`src/rtl/lutram_pkg.sv`:
```
// Shared definitions for the LUT-based distributed RAM.
// Assumes: storage cells of fixed 64-bit capacity, at most four ports.
package lutram_pkg;
    typedef enum logic [1:0] {
        PM_SINGLE      = 2'd0,
        PM_DUAL        = 2'd1,
        PM_SIMPLE_DUAL = 2'd2,
        PM_QUAD        = 2'd3
    } port_mode_e;

    localparam int CELL_BITS = 64;
    localparam int NPORT     = 4;
endpackage

```
`src/rtl/lutram_cell.sv`:
```
// One 64-bit storage cell: synchronous write, NPORT combinational reads.
// Assumes: CELL_W divides 64 evenly; contents are never reset.
module lutram_cell
    import lutram_pkg::*;
#(
    parameter int              CELL_W    = 1,
    parameter logic [CELL_W-1:0] INIT_BITS = '0,
    localparam int             CELL_D    = CELL_BITS / CELL_W,
    localparam int             CAW       = $clog2(CELL_D)
) (
    input  logic                         clk,
    input  logic                         we,
    input  logic [CAW-1:0]               waddr,
    input  logic [CELL_W-1:0]            wdata,
    input  logic [NPORT-1:0][CAW-1:0]    raddr,
    output logic [NPORT-1:0][CELL_W-1:0] rdata
);
    logic [CELL_W-1:0] mem [CELL_D] = '{default: INIT_BITS};

    // Store the write word on the clock edge when enabled.
    always_ff @(posedge clk) begin
        if (we) begin
            mem[waddr] <= wdata;
        end
    end

    // One combinational read path per port.
    for (genvar p = 0; p < NPORT; p++) begin : g_rd
        assign rdata[p] = mem[raddr[p]];
    end
endmodule

```
`src/rtl/lutram_wdec.sv`:
```
// Row write-enable decoder: turns the upper address bits into one-hot row enables.
// Assumes: NROW <= 2**RSW.
module lutram_wdec #(
    parameter int NROW = 4,
    parameter int RSW  = 2
) (
    input  logic            we,
    input  logic [RSW-1:0]  row,
    output logic [NROW-1:0] row_we
);
    // Enable only the row addressed by the upper bits.
    always_comb begin
        for (int i = 0; i < NROW; i++) begin
            row_we[i] = we && (row == RSW'(i));
        end
    end
endmodule

```
`src/rtl/lutram_oreg.sv`:
```
// Optional read output register giving a synchronous read.
// Assumes: synchronous active-low clear.
module lutram_oreg #(
    parameter int W = 4
) (
    input  logic         clk,
    input  logic         rst_n,
    input  logic [W-1:0] d,
    output logic [W-1:0] q
);
    // Capture the combinational read word; clear on reset.
    always_ff @(posedge clk) begin
        if (!rst_n) begin
            q <= '0;
        end else begin
            q <= d;
        end
    end


    oreg_clear_chk: assert property (@(posedge clk) !rst_n |=> q == '0);
endmodule

```
`src/rtl/lutram_mp.sv`:
```
// Multi-port distributed RAM built from 64-bit cells, stacked in rows and columns.
// Port A is the write port; MODE selects which ports can read.
// Assumes: WIDTH is a multiple of CELL_W; DEPTH is a power-of-two multiple of cell depth.
module lutram_mp
    import lutram_pkg::*;
#(
    parameter port_mode_e       MODE      = PM_QUAD,
    parameter int               DEPTH     = 128,
    parameter int               WIDTH     = 4,
    parameter int               CELL_W    = 2,
    parameter bit               OUT_REG   = 1'b1,
    parameter logic [WIDTH-1:0] INIT_WORD = '0,
    localparam int              AW        = $clog2(DEPTH)
) (
    input  logic             clk,
    input  logic             rst_n,
    input  logic             wr_en,
    input  logic [AW-1:0]    addr_a,
    input  logic [WIDTH-1:0] wr_data,
    output logic [WIDTH-1:0] rd_data_a,
    input  logic [AW-1:0]    addr_b,
    output logic [WIDTH-1:0] rd_data_b,
    input  logic [AW-1:0]    addr_c,
    output logic [WIDTH-1:0] rd_data_c,
    input  logic [AW-1:0]    addr_d,
    output logic [WIDTH-1:0] rd_data_d
);
    localparam int CELL_D = CELL_BITS / CELL_W;
    localparam int CAW    = $clog2(CELL_D);
    localparam int NROW   = DEPTH / CELL_D;
    localparam int NCOL   = WIDTH / CELL_W;
    localparam int RSW    = (NROW > 1) ? $clog2(NROW) : 1;
    localparam logic [NPORT-1:0] RD_ON = {
        MODE == PM_QUAD,
        MODE == PM_QUAD,
        MODE != PM_SINGLE,
        MODE != PM_SIMPLE_DUAL
    };

    logic [NPORT-1:0][AW-1:0]             paddr;
    logic [NPORT-1:0][CAW-1:0]            caddr;
    logic [NPORT-1:0][RSW-1:0]            prow;
    logic [NROW-1:0]                      row_we;
    logic [NPORT-1:0][NROW-1:0][WIDTH-1:0] row_dat;
    logic [NPORT-1:0][WIDTH-1:0]          raw;
    logic [NPORT-1:0][WIDTH-1:0]          pout;

    assign paddr = {addr_d, addr_c, addr_b, addr_a};

    // Split each port address into cell address and row select.
    for (genvar p = 0; p < NPORT; p++) begin : g_split
        assign caddr[p] = paddr[p][CAW-1:0];
        if (NROW > 1) begin : g_rows
            assign prow[p] = paddr[p][AW-1:CAW];
        end else begin : g_one
            assign prow[p] = '0;
        end
    end

    lutram_wdec #(.NROW(NROW), .RSW(RSW)) u_wdec (
        .we     (wr_en),
        .row    (prow[0]),
        .row_we (row_we)
    );

    // Storage array: NROW rows by NCOL columns of cells.
    for (genvar r = 0; r < NROW; r++) begin : g_row
        for (genvar c = 0; c < NCOL; c++) begin : g_col
            logic [NPORT-1:0][CELL_W-1:0] crd;
            lutram_cell #(
                .CELL_W    (CELL_W),
                .INIT_BITS (INIT_WORD[c*CELL_W +: CELL_W])
            ) u_cell (
                .clk   (clk),
                .we    (row_we[r]),
                .waddr (caddr[0]),
                .wdata (wr_data[c*CELL_W +: CELL_W]),
                .raddr (caddr),
                .rdata (crd)
            );
            for (genvar p = 0; p < NPORT; p++) begin : g_fan
                assign row_dat[p][r][c*CELL_W +: CELL_W] = crd[p];
            end
        end
    end

    // Per-port row multiplexer, then mode gating and optional register.
    for (genvar p = 0; p < NPORT; p++) begin : g_port
        if (NROW > 1) begin : g_mux
            assign raw[p] = row_dat[p][prow[p]];
        end else begin : g_nomux
            assign raw[p] = row_dat[p][0];
        end

        if (!RD_ON[p]) begin : g_off
            assign pout[p] = '0;
        end else if (OUT_REG) begin : g_sync
            lutram_oreg #(.W(WIDTH)) u_oreg (
                .clk   (clk),
                .rst_n (rst_n),
                .d     (raw[p]),
                .q     (pout[p])
            );

            sync_read_chk: assert property (@(posedge clk) disable iff (!rst_n)
                $past(rst_n) && $past(wr_en, 2) && ($past(paddr[p]) == $past(addr_a, 2))
                |-> pout[p] == $past(wr_data, 2));
        end else begin : g_async
            assign pout[p] = raw[p];
            if (p > 0) begin : g_ro

                ro_newdata_chk: assert property (@(posedge clk) disable iff (!rst_n)
                    $past(wr_en) && (paddr[p] == $past(addr_a))
                    |-> pout[p] == $past(wr_data));
            end else begin : g_rw

                rw_follow_chk: assert property (@(posedge clk) disable iff (!rst_n)
                    $past(wr_en) && $stable(addr_a)
                    |-> pout[p] == $past(wr_data));
            end
        end
    end

    assign rd_data_a = pout[0];
    assign rd_data_b = pout[1];
    assign rd_data_c = pout[2];
    assign rd_data_d = pout[3];
endmodule

```
`config.mk`:
```
export PLATFORM = sky130hd
export DESIGN_NAME = lutram_mp
export DESIGN_NICKNAME = d
export VERILOG_FILES = /design/src/rtl/lutram_pkg.sv /design/src/rtl/lutram_cell.sv /design/src/rtl/lutram_wdec.sv /design/src/rtl/lutram_oreg.sv /design/src/rtl/lutram_mp.sv
export SDC_FILE = /design/constraint.sdc
export NUM_CORES = 1
export LEC_CHECK = 0
export ABC_CLOCK_PERIOD_IN_PS = 6540
export BUFFER_PORTS_ARGS = -buffer_cell sky130_fd_sc_hd__buf_2
export CAP_MARGIN = 20
export CELL_PAD_IN_SITES_DETAIL_PLACEMENT = 1
export CELL_PAD_IN_SITES_GLOBAL_PLACEMENT = 2
export CORE_ASPECT_RATIO = 1.25
export CORE_MARGIN = 4
export CORE_UTILIZATION = 45
export DETAILED_ROUTE_END_ITERATION = 12
export PLACE_DENSITY_LB_ADDON = 0.1
export RECOVER_POWER = 25
export SLEW_MARGIN = 0
export SYNTH_ARGS = -nofsm -noshare
export SYNTH_HDL_FRONTEND = slang
export SYNTH_HIERARCHICAL = 1
export SYNTH_SLANG_ARGS = --single-unit
```
`constraint.sdc`:
```
create_clock -name clk -period 6.54 [get_ports clk]
set_input_delay 1.308 -clock clk [delete_from_list [all_inputs] [get_ports clk]]
set_output_delay 1.308 -clock clk [all_outputs]
set_load 0.02 [all_outputs]
```
Yosys cells after proc, flatten, opt, wreduce, memory -nomap -nowiden

Memories as Yosys holds them, arrays and structs flattened.
Cells that the tools add are included.

Add/sub/neg operators: 0
Multiply operators: 0
Div/mod/pow operators: 0
$lt $le $gt $ge: 4
Eq/ne operators: 3
Shift operators: 0
Muxes and demuxes: 16
Bitwise logic cells: 0
Reduce and logical (&&, ||, !) cells: 5

Operator list:

| operator           | number |
|---|---|
| $bmux 4 s2         | 4 |
| $mux 4             | 4 |
| $lt 2x3->1 const B | 4 |
| $mux 1             | 8 |
| $eq 2x2->1 const B | 2 |
| $logic_and 1x1->1  | 4 |
| $eq 2x1->1 const B | 1 |
| $logic_not 2->1    | 1 |

Register bits: 16
Bits in latches: 0
Memory bits (writable): 512
Bits in read-only memories: 0
Output and inout port bits: 16
Memories: 8

Memory list:

| name                         | depth | width | rd ports | clocked after memory_dff | write ports | RTL line          | source |
|---|---|---|---|---|---|---|---|
| g_row[0].g_col[0].u_cell.mem | 32    | 2     | 4        | 0                        | 1           | lutram_cell.sv:18 | `logic [CELL_W-1:0] mem [CELL_D] = '{default: INIT_BITS};` |
| g_row[0].g_col[1].u_cell.mem | 32    | 2     | 4        | 0                        | 1           | lutram_cell.sv:18 |  |
| g_row[1].g_col[0].u_cell.mem | 32    | 2     | 4        | 0                        | 1           | lutram_cell.sv:18 |  |
| g_row[1].g_col[1].u_cell.mem | 32    | 2     | 4        | 0                        | 1           | lutram_cell.sv:18 |  |
| g_row[2].g_col[0].u_cell.mem | 32    | 2     | 4        | 0                        | 1           | lutram_cell.sv:18 |  |
| g_row[2].g_col[1].u_cell.mem | 32    | 2     | 4        | 0                        | 1           | lutram_cell.sv:18 |  |
| +2 memories                  | --    | --    | --       | --                       | --          | --                |  |

Logic depth before layout (Yosys ltp)

Gate-level depths: netlist of the first run.

Depth in word-level cells: 4
Depth in mapped cells: 9

Modules after synthesis

The synthesis of the first run kept the hierarchy.

Modules (own cells, without submodules):

| module      | instances | cells each | area an instance (µm²) |
|---|---|---|---|
| lutram_cell | 8         | 398        | 4,595.7 |
| lutram_mp   | 1         | 16         | 420.4 |
| lutram_oreg | 4         | 8          | 105.1 |
| lutram_wdec | 1         | 4          | 37.5 |

Worst setup path before layout of the first run

No wires, ideal clock.

Kind: input -> register
From: in addr_a[1]
To: reg g_port[0].g_sync.u_oreg.q[0]
Setup time: 115 ps
Data arrival time: 2,832 ps
Path slack: 3,593 ps
Stages on the path: 9
Path buffers: 2
Path through: buf_6 -> buf_12 -> mux2i_1 -> a22oi_1 -> and4b_1 -> a31oi_1 -> o311ai_1 -> mux4_1 -> and2_1

RTL lines:

| what                 | RTL line          | source |
|---|---|---|
| from (decl)          | lutram_mp.sv:18   | `input logic [AW-1:0] addr_a,` |
| to (signal assigned) | lutram_oreg.sv:14 | `q <= '0;` |
| to (signal assigned) | lutram_oreg.sv:16 | `q <= d;` |
| to (decl)            | lutram_oreg.sv:9  | `output logic [W-1:0] q` |

==> results by group, run 1 <==
Setup path
  • CP cell instances: buf_2 -> buf_4 -> nor2b_1 -> a22oi_1 -> and4b_1 -> a31oi_1 -> o311ai_1 -> mux4_1 -> and2_1
  • Crit path largest cell delay: approximately 740 ps
  • Crit path to: g_port[0].g_sync.u_oreg/q[3]$_SDFF_PN0_
  • Crit start category: input port
  • WP data arrival: 4850 ps
  • Nature of the critical path endpoint: register
  • Slowest CP cell: buf_2
  • Reg2reg setup slack: a little under 4000 ps
  • Worst setup path startpoint: addr_a[0]
  • R2R depth: 7
  • RR Endpoint: g_port[1].g_sync.u_oreg/q[3]$_SDFF_PN0_
  • Worst reg2reg path startpoint: g_row[2].g_col[1].u_cell/mem[13][1]$_DFFE_PP_
  • Crit Path Category: in -> reg
  • Worst EP required: 7090 ps
  • Crit Path Max Fanout: 43

Place
  • Input/output buffers: 50
  • Post-Place Cells: 4201
  • RD Place Congestion: 0.9298
  • Post-place setup slack: roughly 1500 ps
  • Detail Placement HPWL: 102400 um

Power
  • VDD IR-drop max: ~0.00025 V
  • P per Cell Area: 213.3 mW/mm2
  • Leakage: 15.09 nW

Synthesis
  • Syn_nets: 3271
  • Synth Flop Type: edfxtp_1
  • Synthesized flop and latch total: 528
  • Syn_area_per_cell: 11.63 um2
  • Synth top area share: 40.84%
  • Largest cells by area after synthesis: edfxtp_1 41%, mux2i_1 27%, a22oi_1 8.9%, buf_6 2.9%, nor2_1 2.6%
  • Commonest cells post-synth: 1024 x mux2i_1, 512 x edfxtp_1, 448 x a22oi_1
  • Cell with the most instances after synthesis: mux2i_1
  • Register area share after synthesis: 41.69%
  • Count of cell types in the netlist: 27
  • Area leader, netlist: edfxtp_1
  • Cells after Synth: 3236
  • Yosys warnings: 6
  • EDFF count, synth: slightly above 500
  • Mapped Area: approximately 0.038 mm2
  • Ys async rst share: 0%

GRT
  • Vias in the first global route: 31040
  • First-pass GRT wire length: 209500 um
  • Grt total ovfl: 0
  • Initial antenna violation count: 8
  • Overall routing resource usage: 31.80%
  • Largest net degree at the start of global routing: 94

CTS
  • Setup Buffers After CTS: 0
  • CTS tree: yes
  • CTS Sinks: 528
  • Num CTS Buffers: 59
  • CTS resizes: 0
  • Reg clk slew, reported paths: 60 ps
  • Root buffer cell: clkbuf_16
  • Worst-Skew Late Latency: 660 ps
  • Hold_buf cts: 0
  • H-tree depth: 2
  • Clk buf depth: 3

Run
  • Max Cap Violations: 5

Floorplanning
  • Starting Density: 45.37%
  • I/O pin cnt: between 50 and 60
  • Die area: 0.08837 mm2
  • Total core area: 0.08297 mm2
  • Die H: approximately 330 um
  • Core Rows: 118
  • Die X: 266.7 um

Final layout
  • Final std cells w/o fill: 4317
  • Share of cells above drive strength 1: 7.366%
  • Nets: 3218
  • Area grow syn2layout: 5.202%

STA
  • Max transition margin: -117.3%
  • Worst Skew: 25.32 ps
  • Setup-failing EPs final: 0
  • Final worst-path cycle share: 65.84%
  • Fmax: 232.2 MHz
  • Worst slew pin tran: 3260 ps
  • Final Max Tran Viols: approximately 310
  • Hold Vio Cnt, Final: 0
  • Final Critical Period: between 4000 and 5000 ps
  • Final worst slack: 2234 ps
  • RSZ-0062 raised after global routing: false
  • Setup_tns: 0 ps

Status
  • Violated checks: max-capacitance violations, max-slew violations
  • Status: finished, violations left

Route
  • Met3 WL: 7453 um
  • Wire per inst: ~34 um
  • Top sig layer: met5
  • DR vias/cell: between 6 and 7
  • Drt pass-1 iters: 8
  • Initial DRC count: 2452
  • Drt total wl: 146200 um
  • Drt drc: 0
  • Routed wl met2: 75650 um
  • Vias: roughly 30000
  • ANT nets after route: 0
  • M1 WL: between 50000 and 60000 um

Hold path
  • HP Class: reg -> reg
-- worst min-delay path by stage --
| stage | startpoint | end | slack (ps) | depth (start not counted) |
|---|---|---|---|---|
| 2_1_floorplan | g_row[3].g_col[1].u_cell/mem[24][0]$_DFFE_PP_ | g_port[0].g_sync.u_oreg/q[2]$_SDFF_PN0_ | 910 | 6 |
| 3_3_place_gp | g_row[0].g_col[0].u_cell/mem[24][0]$_DFFE_PP_ | g_port[2].g_sync.u_oreg/q[0]$_SDFF_PN0_ | 1030 | 6 |
| 3_5_place_dp | g_row[0].g_col[0].u_cell/mem[24][0]$_DFFE_PP_ | g_port[2].g_sync.u_oreg/q[0]$_SDFF_PN0_ | 1060 | 6 |
| 4_1_cts | g_row[1].g_col[0].u_cell/mem[24][1]$_DFFE_PP_ | g_port[0].g_sync.u_oreg/q[1]$_SDFF_PN0_ | 1070 | 6 |
| 5_1_grt | g_row[1].g_col[0].u_cell/mem[24][1]$_DFFE_PP_ | g_port[0].g_sync.u_oreg/q[1]$_SDFF_PN0_ | 1120 | 6 |
| 6_report | g_row[1].g_col[0].u_cell/mem[24][1]$_DFFE_PP_ | g_port[0].g_sync.u_oreg/q[1]$_SDFF_PN0_ | 1070 | 6 |
-- critical path: cells and delay by family --
family | cells | cell delay [ps]
compound gates | 3 | 650
buf+inv | 2 | 1160
mux | 1 | 620
simple gates | 3 | 1080
-- layout by cell type (no fill, tap or decap), drive strengths merged --
| cell type | count |
|---|---|
| and4b | 64 |
| inv | 4 |
| a21oi | 64 |
| and3b | 2 |
| nand2 | 168 |
| clkbuf | 84 |
| nand4b | 64 |
| nor3b | 1 |
| or3 | 8 |
| edfxtp | 512 |
| and3 | 1 |
| clkinvlp | 5 |
| nor2 | 296 |
| bufinv | 4 |
| or3b | 24 |
| a22oi | 448 |
| and2 | 48 |
| buf | 112 |
| mux4 | 16 |
| dfxtp | 16 |
| clkinv | 18 |
| nor2b | 64 |
| o311ai | 64 |
| diode | 6 |
| a31oi | 64 |
| nand3b | 40 |
| nand3 | 16 |
| mux2i | 1024 |
-- per-stage QoR --
step / area [um2] / hold slack (ps) / util [%] / power, W
3_3_place_gp: 37660 / 1035 / 45.39 / 0.005133
5_1_grt: 39590 / 1121 / 47.71 / 0.008718
2_1_floorplan: 37640 / 914.4 / - / 0.004676
6_report: 39600 / 1070 / 47.73 / 0.008447
3_5_place_dp: 37670 / 1062 / 45.40 / 0.005158
4_1_cts: 39600 / 1068 / 47.72 / 0.008490
-- report_power, final --
| part | switching [W] | internal (W) |
|---|---|---|
| combinational | 0.000900 | 0.000453 |
| clock | 0.00141 | 0.00192 |
| sequential | 0.0000272 | 0.00374 |
-- per-layer routing --
metal  up-vias  GRT usage [%]
li1      12790              -
met1     14970          36.32
met2      1027          58.10
met3       380          4.523
met4         4          15.16
met5         -              0
-- cells by family after synthesis --
kind of cell	share of synthesized area [%]
AO/OA/AOI/OAI	12.34
buffers and inverters	5.930
flip-flops	41.69
multiplexers	28.35
AND/OR/NAND/NOR	11.69
-- sequential cells by signal, summed over array words and instances, names as in the netlist --
register / flops
g_row.g_col.u_cell/mem: 512
g_port.g_sync.u_oreg/q: 16
-- cell type report --
type / instances / area, um2
flip-flops and latches: 528 / 15700
multi-input cells: 2476 / 19720
repair buffers: 118 / 898.4
fillers: 8696 / 43370
well taps: 1080 / 1351
diodes: 6 / 15.01
clock inverters: 31 / 286.5
clock buffers: 78 / 1639
Power figures use the tool's default switching activity.
==> run 2, diff against run 1 <==
--- a/config.mk
+++ b/config.mk
@@ -5,14 +5,14 @@
 export SDC_FILE = /design/constraint.sdc
 export NUM_CORES = 1
 export LEC_CHECK = 0
-export ABC_CLOCK_PERIOD_IN_PS = 6540
+export ABC_CLOCK_PERIOD_IN_PS = 3600
 export BUFFER_PORTS_ARGS = -buffer_cell sky130_fd_sc_hd__buf_2
 export CAP_MARGIN = 20
 export CELL_PAD_IN_SITES_DETAIL_PLACEMENT = 1
 export CELL_PAD_IN_SITES_GLOBAL_PLACEMENT = 2
 export CORE_ASPECT_RATIO = 1.25
 export CORE_MARGIN = 4
-export CORE_UTILIZATION = 45
+export CORE_UTILIZATION = 41
 export DETAILED_ROUTE_END_ITERATION = 12
 export PLACE_DENSITY_LB_ADDON = 0.1
 export RECOVER_POWER = 25
==> constraint.sdc (replaced) <==
create_clock -name clk -period 3.6 [get_ports clk]
set_input_delay 0.72 -clock clk [delete_from_list [all_inputs] [get_ports clk]]
set_output_delay 0.72 -clock clk [all_outputs]
set_load 0.02 [all_outputs]
==> results by group, run 2 (synthesis gave the netlist of run 1 again) <==
GRT
  • Initial antenna violation count: 15
  • Grt total ovfl: 0
  • First-pass GRT wire length: 214600 um
  • Overall routing resource usage: 29.36%
  • Largest net degree at the start of global routing: between 100 and 150
  • Vias in the first global route: 31430

Place
  • Placed inst area: 0.03975 mm2
  • Detail Placement HPWL: 107800 um
  • Input/output buffers: 50
  • Post-Place Cells: 4523
  • RD Place Congestion: roughly 0.94

Hold path
  • Min-Delay Path Depth: 2
  • Worst Hold Path EP: g_port[0].g_sync.u_oreg/q[0]$_SDFF_PN0_
  • HP Class: in -> reg
  • Hold path start: rst_n

CTS
  • CTS tree: yes
  • Worst-Skew Late Latency: 660 ps
  • CTS Sinks: between 500 and 600
  • CTS resizes: 0
  • Setup Buffers After CTS: 0
  • Hold_buf cts: 0
  • Clk buf depth: 3
  • Reg clk slew, reported paths: 70 ps
  • Root buffer cell: clkbuf_16
  • Num CTS Buffers: 57
  • H-tree depth: 2

STA
  • RSZ-0062 raised after global routing: false
  • Final Critical Period: 3062 ps
  • Setup_tns: 0 ps
  • Max transition margin: -97.85%
  • Worst Skew: between 20 and 25 ps
  • Setup-failing EPs final: 0
  • Hold Vio Cnt, Final: 0
  • Final Max Tran Viols: 279
  • Final worst-path cycle share: a little under nine tenths
  • Fmax: 326.6 MHz
  • Worst slew pin tran: between 2000 and 3000 ps

Setup path
  • Nature of the critical path endpoint: register
  • Crit Path Category: in -> reg
  • Worst reg2reg path startpoint: g_row[1].g_col[1].u_cell/mem[15][0]$_DFFE_PP_
  • WP data arrival: 3600 ps
  • Crit start category: input port
  • RR Endpoint: g_port[1].g_sync.u_oreg/q[2]$_SDFF_PN0_
  • Worst EP required: 4140 ps
  • R2R depth: 7
  • Crit Path Max Fanout: 24
  • Reg2reg setup slack: 870 ps

Floorplanning
  • Starting Density: 41.26%
  • I/O pin cnt: 51
  • Die X: 279.0 um
  • Die H: 346.8 um
  • Total core area: 0.09123 mm2
  • Core Rows: ~120
  • Die area: around 0.097 mm2

Final layout
  • Commonest non-fill, non-tap cell in the layout: mux2i_1
  • Final Core Density: 45.62%
  • Antenna Cells: 0
  • Final std cells w/o fill: 4629
  • Share of cells above drive strength 1: 13.00%
  • Finished layout cell area: 0.04162 mm2
  • Most frequent cells in the layout: 1024 x mux2i_1, 512 x edfxtp_1, 448 x a22oi_1
  • Max FFs per register: 512
  • Area grow syn2layout: 10.57%
  • Nets: around 3400
  • Biggest regs: g_row.g_col.u_cell/mem x512, g_port.g_sync.u_oreg/q x16
  • Filler cells: between 9000 and 10000
  • Top reg by flops: g_row.g_col.u_cell/mem

Route
  • Initial DRC count: about 2300
  • Wire per inst: approximately 32 um
  • Drt total wl: 146500 um
  • Drt pass-1 iters: 6
  • Drt drc: 0
  • DR vias/cell: 6.426
  • Vias: roughly 30000
  • ANT nets after route: 0

Power
  • Leakage: roughly 16 nW
  • VDD IR-drop max: ~0.00038 V
  • Total power: 0.01548 W
  • P per Cell Area: 372.0 mW/mm2

Status
  • Status: finished, violations left
  • Violated checks: max-capacitance violations, max-slew violations

Run
  • Max Cap Violations: 3
==> run 2: cell types whose count changed in the layout (fill, tap and decap cells not counted), moves of 2 or more <==
cell	change
clkbuf_2	+2
buf_4	+177
clkbuf_1	-11
clkinv_1	+4
bufinv_16	+2
buf_12	+30
diode_2	-6
clkinvlp_4	+2
clkbuf_16	-3
clkbuf_8	-5
inv_6	+2
==> run 2: through the flow <==
| step | setup slack (ps) | hold slack [ps] |
|---|---|---|
| floorplan | 1241 | 818.9 |
| global placement | -68.17 | 1053 |
| detailed placement | -50.15 | 1059 |
| CTS | 648.9 | 557.7 |
| global route | 450.0 | 575.6 |
| finish | 537.9 | 612.6 |
==> run 2: worst max-delay path by stage <==
stage / startpoint / cells past startpoint / end / slack (ps)
floorplan: addr_a[1] / 9 / g_port[0].g_sync.u_oreg/q[0]$_SDFF_PN0_ / 1240
global placement: addr_b[2] / 9 / g_port[1].g_sync.u_oreg/q[2]$_SDFF_PN0_ / -70
detailed placement: addr_b[2] / 9 / g_port[1].g_sync.u_oreg/q[2]$_SDFF_PN0_ / -50
CTS: addr_b[2] / 9 / g_port[1].g_sync.u_oreg/q[2]$_SDFF_PN0_ / 650
global route: wr_data[0] / 2 / g_row[3].g_col[0].u_cell/mem[21][0]$_DFFE_PP_ / 450
finish: addr_d[0] / 9 / g_port[3].g_sync.u_oreg/q[0]$_SDFF_PN0_ / 540
==> run 2: cell type report <==
class	count	area [um2]	share of cell area [%]
well taps	1197	1498	3.598
repair buffers	322	2818	6.770
flip-flops and latches	528	15700	37.71
multi-input cells	2476	19720	47.37
clock inverters	43	426.7	1.025
clock buffers	63	1469	3.529
==> run 2: layer usage <==
layer / GRT usage (%) / share of wire, % / up-vias
met5: 0 / 0.011 / -
met4: 10.38 / 4.0 / 4
met3: 3.120 / 4.6 / 270
met2: 50.96 / 49 / 913
met1: 38.16 / 42 / 15370
li1: - / - / 13180
==> run 2: critical path: stages <==
cell	delay (ps)
buf_2	620
buf_4	270
nor2b_1	500
a22oi_1	130
and4b_1	240
a31oi_1	220
o311ai_1	170
mux4_1	520
and2_1	180
==> run 2: report_power, final <==
part / internal (W) / switching, W
Combinational: 0.00102 / 0.00164
Clock: 0.00339 / 0.00260
Sequential: 0.00679 / 0.0000465
